--- src/rtl/dacl_pkg.sv ---
package dacl_pkg;

   // Control word carried through the strobe synchronizer
   typedef struct packed {
      logic rw;
      logic ld_n;
      logic clr_n;
   } strobe_t;

   localparam int STROBE_W = $bits(strobe_t);

   // Idle value: strobes inactive (high), rw low
   localparam strobe_t STROBE_IDLE = '{rw: 1'b0, ld_n: 1'b1, clr_n: 1'b1};

endpackage

--- src/rtl/dacl_sync.sv ---
module dacl_sync #(
   parameter int               W       = 3,
   parameter int               STAGES  = 2,
   parameter logic [W-1:0]     RST_VAL = '0
) (
   input  logic         clk,
   input  logic         rst_n,
   input  logic [W-1:0] d,
   output logic [W-1:0] q
);

   if (STAGES < 1) begin : g_bad_stages
      $error("dacl_sync: STAGES must be at least 1");
   end
   if (W < 1) begin : g_bad_width
      $error("dacl_sync: W must be at least 1");
   end

   logic [W-1:0] stg [STAGES];

   for (genvar g = 0; g < STAGES; g++) begin : g_stage
      if (g == 0) begin : g_first
         always_ff @(posedge clk or negedge rst_n) begin
            if (!rst_n) stg[g] <= RST_VAL;
            else        stg[g] <= d;
         end
      end else begin : g_next
         always_ff @(posedge clk or negedge rst_n) begin
            if (!rst_n) stg[g] <= RST_VAL;
            else        stg[g] <= stg[g-1];
         end
      end
   end

   assign q = stg[STAGES-1];

endmodule

--- src/rtl/dacl_input_reg.sv ---
module dacl_input_reg #(
   parameter int DATA_W = 16
) (
   input  logic              clk,
   input  logic              rst_n,
   input  logic              cs_n,
   input  logic              rw,
   input  logic [DATA_W-1:0] din,
   output logic [DATA_W-1:0] stage_q,
   output logic [DATA_W-1:0] dout,
   output logic              oe
);

   logic wr_en;
   logic rd_en;

   assign wr_en = !cs_n && !rw;
   assign rd_en = !cs_n && rw;

   always_ff @(posedge clk or negedge rst_n) begin
      if (!rst_n)     stage_q <= '0;
      else if (wr_en) stage_q <= din;
   end

   assign oe   = rd_en;
   assign dout = rd_en ? stage_q : '0;


   stage_hold_chk: assert property (@(posedge clk) disable iff (!rst_n)
      cs_n |=> $stable(stage_q));


   bus_write_chk: assert property (@(posedge clk) disable iff (!rst_n)
      (!cs_n && !rw) |=> (stage_q == $past(din)));


   readback_data_chk: assert property (@(posedge clk) disable iff (!rst_n)
      oe |-> (dout == stage_q));

endmodule

--- src/rtl/dacl_conv_reg.sv ---
module dacl_conv_reg #(
   parameter int DATA_W = 16
) (
   input  logic              clk,
   input  logic              rst_n,
   input  logic              load_act,
   input  logic              clear_act,
   input  logic              clear_rw,
   input  logic [DATA_W-1:0] src,
   output logic [DATA_W-1:0] code_q
);

   localparam logic [DATA_W-1:0] CODE_ZERO = '0;
   localparam logic [DATA_W-1:0] CODE_MID  = {1'b1, {(DATA_W-1){1'b0}}};

   logic [DATA_W-1:0] clear_code;

   assign clear_code = clear_rw ? CODE_MID : CODE_ZERO;

   always_ff @(posedge clk or negedge rst_n) begin
      if (!rst_n)         code_q <= CODE_ZERO;
      else if (clear_act) code_q <= clear_code;
      else if (load_act)  code_q <= src;
   end


   clear_zero_chk: assert property (@(posedge clk) disable iff (!rst_n)
      (clear_act && !clear_rw) |=> (code_q == '0));


   clear_mid_chk: assert property (@(posedge clk) disable iff (!rst_n)
      (clear_act && clear_rw) |=> (code_q[DATA_W-1] && ($countones(code_q) == 1)));


   load_copy_chk: assert property (@(posedge clk) disable iff (!rst_n)
      (load_act && !clear_act) |=> (code_q == $past(src)));


   code_hold_chk: assert property (@(posedge clk) disable iff (!rst_n)
      (!load_act && !clear_act) |=> $stable(code_q));

endmodule

--- src/rtl/dac_bus_latch.sv ---
module dac_bus_latch #(
   parameter int DATA_W      = 16,
   parameter int SYNC_STAGES = 2
) (
   input  logic              clk,
   input  logic              rst_n,
   input  logic              cs_n,
   input  logic              rw,
   input  logic              ld_n,
   input  logic              clr_n,
   input  logic [DATA_W-1:0] bus_din,
   output logic [DATA_W-1:0] bus_dout,
   output logic              bus_oe,
   output logic [DATA_W-1:0] conv_code
);
   import dacl_pkg::*;

   if (DATA_W < 2) begin : g_bad_width
      $error("dac_bus_latch: DATA_W must be at least 2");
   end
   if (SYNC_STAGES < 1) begin : g_bad_sync
      $error("dac_bus_latch: SYNC_STAGES must be at least 1");
   end

   logic [DATA_W-1:0] stage_q;
   strobe_t           strobe_raw;
   strobe_t           strobe_s;

   assign strobe_raw = '{rw: rw, ld_n: ld_n, clr_n: clr_n};

   dacl_input_reg #(.DATA_W(DATA_W)) u_input (
      .clk     (clk),
      .rst_n   (rst_n),
      .cs_n    (cs_n),
      .rw      (rw),
      .din     (bus_din),
      .stage_q (stage_q),
      .dout    (bus_dout),
      .oe      (bus_oe)
   );

   dacl_sync #(
      .W       (STROBE_W),
      .STAGES  (SYNC_STAGES),
      .RST_VAL (STROBE_IDLE)
   ) u_sync (
      .clk   (clk),
      .rst_n (rst_n),
      .d     (strobe_raw),
      .q     (strobe_s)
   );

   dacl_conv_reg #(.DATA_W(DATA_W)) u_conv (
      .clk       (clk),
      .rst_n     (rst_n),
      .load_act  (!strobe_s.ld_n),
      .clear_act (!strobe_s.clr_n),
      .clear_rw  (strobe_s.rw),
      .src       (stage_q),
      .code_q    (conv_code)
   );


   clear_priority_chk: assert property (@(posedge clk) disable iff (!rst_n)
      (!strobe_s.clr_n && !strobe_s.ld_n && !strobe_s.rw) |=> (conv_code == '0));


   clear_keeps_stage_chk: assert property (@(posedge clk) disable iff (!rst_n)
      (!strobe_s.clr_n && cs_n) |=> $stable(stage_q));


   oe_drop_chk: assert property (@(posedge clk) disable iff (!rst_n)
      cs_n |-> !bus_oe);

endmodule

--- config.mk ---
export PLATFORM = sky130hd
export DESIGN_NAME = dac_bus_latch
export DESIGN_NICKNAME = d
export VERILOG_FILES = /design/src/rtl/dacl_pkg.sv /design/src/rtl/dacl_sync.sv /design/src/rtl/dacl_input_reg.sv /design/src/rtl/dacl_conv_reg.sv /design/src/rtl/dac_bus_latch.sv
export SDC_FILE = /design/constraint.sdc
export NUM_CORES = 1
export LEC_CHECK = 0
export ABC_AREA = 1
export BUFFER_PORTS_ARGS = -buffer_cell sky130_fd_sc_hd__buf_2
export CORE_ASPECT_RATIO = 1.4
export CORE_UTILIZATION = 48
export CTS_BUF_LIST = sky130_fd_sc_hd__clkbuf_4
export DETAILED_ROUTE_END_ITERATION = 10
export PLACE_DENSITY_LB_ADDON = 0.2
export SYNTH_ARGS = -nofsm -noshare
export SYNTH_HDL_FRONTEND = slang
export SYNTH_SLANG_ARGS = --single-unit
--- constraint.sdc ---
create_clock -name clk -period 1.2 [get_ports clk]
set_input_delay 0 -clock clk [delete_from_list [all_inputs] [get_ports clk]]
set_output_delay 0 -clock clk [all_outputs]
set_load 0.01 [all_outputs]
==> summary.md <==
| Metric | Value |
|---|---|
| PnR worst setup slack | `0.1257 ns` |
| DIE WIDTH | `50.61 um` |
| Worst R2R Path Depth | `4` |
| Fin. max-slew vios | `0` |
| Worst-margin pin slew | `0.4100 ns` |
| Layout cells sized above 1 | `32.82%` |
| Critical path type | `reg -> reg` |
| # nets final | `283` |
| VDD IR max | `0.0007818 V` |
| Reg-to-reg endpoint | `u_conv.code_q[5]$_DFFE_PN0P_` |
| Routed len/inst | `10.87 um` |
| Initial core utilization | `50.84%` |
| Sequential share of the synthesized area | `60.20%` |
| Total track usage | `21.59%` |
| Post-synth cell types | `13` |
| Max stage delay on crit path | `0.58 ns` |
| Fin crit period | `1.074 ns` |
| RSZ-0062 raised after global routing | `no` |
| Port Buffers | `54` |
| Number of max-cap violations | `0` |
| Clock Sinks | `38` |
| Area grow syn2layout | `36.33%` |
| Part of the power in registers | `57.4%` |
| Hold Path End | `u_input.stage_q[7]$_DFFE_PN0P_` |
| Die ar. | `3545 sq um` |
| Mapped Avg Cell Area | `8.676 sq um` |
| DRT Wirelength | `3.273 mm` |
| Setup crit end kind | `flip-flop` |
| N_diodes | `0` |
| GP Congestion | `0.7152` |
| Critical Path RT | `1.47 ns` |
| Tot Pwr | `0.002587 W` |
| Vias/cell | `4.429` |
| Commonest non-fill, non-tap cell in the layout | `nand2_1` |
| Slew Limit Headroom | `72.63%` |
| Reg2reg setup slack | `0.13 ns` |
| Gr ovfl total | `0` |
| Filler cells | `270` |
| Setup TNS | `0 ns` |
| Status | `completed` |
| Syn nets | `205` |
| Peak Freq | `0.9308 GHz` |
| Hold depth | `4` |
| Multi-input logic area | `506.7 sq um` |
| Worst r2r src | `u_sync.q[1]$_DFF_PN1_` |
| Clk buf depth | `2` |
| Startpoint types | `flip-flop` |
| Combinational power share | `16.7%` |
| Final hold slack | `0.04411 ns` |
| Hold crit path type | `in -> reg` |
| DRC | `0` |
| H-tree levels | `2` |
| Worst skew pair latency | `0.33 ns` |
| Number of global-route vias before repair | `1351` |
| Fin crit share | `89.53%` |
| Core area | `3123 sq um` |
| Synthesized cell area | `1588 sq um` |
| Fin Clk Skew | `0.007253 ns` |
| Top-area cell type share of the netlist area | `53.59%` |
| Main area contributors after synthesis | `dfrtp_1, nand2_1, dfstp_2` |
| Global-route wire length before repair | `5.658 mm` |
| CP dominant cell by count | `nand2_1` |
| Worst EP arrival | `1.35 ns` |
| Static Leak | `1.274 nW` |
| Gate Count Post-Synth | `183` |
| PD cells | `1195 nW/um^2` |
| I/O pin cnt | `55` |
| Crit-path cells | `nand2_1 > inv_2 > nand2_1 > nand2_1` |
| DIE HEIGHT | `70.05 um` |
| Final setup vio count | `0` |
| CTS resizes | `0` |
| CTS tree | `done` |
| Num rows | `24` |
| Final ANT Viol Nets | `0` |
| Root buf cell | `clkbuf_4` |
| Sw frac | `26.63%` |
| Max FO, Critical Path | `15` |
| Slowest CP cell | `dfstp_2` |
| Min-Delay Startpoint | `rw` |
| Pint | `0.001898 W` |
| Synth Warn # | `0` |
| Largest net degree at the start of global routing | `23` |
| Antenna violations before repair | `0` |
| Via count | `1333` |
| Most frequent cells in the layout | `nand2_1, buf_2, dfrtp_1, dlygate4sd3_1, inv_1` |
| Register area | `955.9 sq um` |
| Initial DRC count | `28` |
| Clock slew seen by the registers of the worst setup and hold paths | `0.10 ns` |
| Pre-CTS setup slack | `0.07264 ns` |
| First-pass DRT Iterations | `4` |
| TritonCTS buffer count | `5` |
| Final hold viol count | `0` |
| Net Switching | `0.0006890 W` |
| Number of synthesized register bits | `38` |
| Synth area leader | `dfrtp_1` |
| Clock share of power | `25.8%` |
-- per-stage QoR --
step	instances	area [sq um]	util, %
CTS	300	2145	68.67
floorplan	183	1588	-
global route	301	2165	69.31
detailed placement	272	1884	60.34
global placement	272	1884	60.34
finish	301	2165	69.31
-- per-layer routing --
metal	GRT usage, %	wire, um
met3	3.704	154
met5	0	0
met1	24.49	1367
met2	38.67	1711
met4	9.259	39
-- worst max path at each step --
stage	start	endpoint	slack [ns]
3_3_place_gp	u_sync.q[0]$_DFF_PN1_	u_conv.code_q[14]$_DFFE_PN0P_	0.09
6_report	u_sync.q[1]$_DFF_PN1_	u_conv.code_q[5]$_DFFE_PN0P_	0.13
5_1_grt	u_sync.q[1]$_DFF_PN1_	u_conv.code_q[6]$_DFFE_PN0P_	0.04
4_1_cts	u_sync.q[0]$_DFF_PN1_	u_conv.code_q[3]$_DFFE_PN0P_	0.06
2_1_floorplan	u_sync.q[0]$_DFF_PN1_	u_conv.code_q[0]$_DFFE_PN0P_	0.18
3_5_place_dp	u_sync.q[0]$_DFF_PN1_	u_conv.code_q[3]$_DFFE_PN0P_	0.07
-- power groups by stage --
stage	Sequential [W]	Clock [W]	Combinational (W)
6_report	0.00149	0.000669	0.000433
5_1_grt	0.00150	0.000756	0.000491
4_1_cts	0.00148	0.000694	0.000431
3_5_place_dp	0.00151	0	0.000380
3_3_place_gp	0.00151	0	0.000370
2_1_floorplan	0.00151	0	0.000207
-- timing repair --
action                                  in CTS  in global routing
endpoints found under the setup margin       0                 13
hold buffers                                20                  0
buffers inserted                             0                  1
endpoints found under the hold margin       53                  0
-- registers in the layout, indices dropped and copies added (netlist names) --
name and count:
u_conv.code_q 16, u_input.stage_q 16, u_sync.q 3, u_sync.stg 3
-- critical path: cells and delay by family (launching register included) --
kind / cells / cell delay (ns)
flops: 1 / 0.58
simple gates: 3 / 0.24
buf+inv: 1 / 0.20
-- synthesized netlist by cell type, drive strengths merged --
| cell type | count |
|---|---|
| buf | 5 |
| dfrtp | 34 |
| nand3 | 3 |
| inv | 22 |
| dfstp | 4 |
| nor2 | 19 |
| nand2 | 96 |
-- logic make-up (layout without fill, tap and decap cells) --
logic type / after synthesis / in the layout / share of synthesized area (%)
buffers and inverters: 27 / 106 / 7.879
flip-flops: 38 / 38 / 60.21
AND/OR/NAND/NOR: 118 / 118 / 31.91
-- final cells by class --
| class | count | share of cell area (%) |
|---|---|---|
| flip-flops and latches | 38 | 44.16 |
| multi-input cells | 118 | 23.41 |
| inverters | 22 | 3.815 |
| repair buffers | 76 | 23.58 |
| well taps | 39 | 2.254 |
| clock buffers | 8 | 2.775 |
Note: power is estimated with default switching activity, not from simulation.
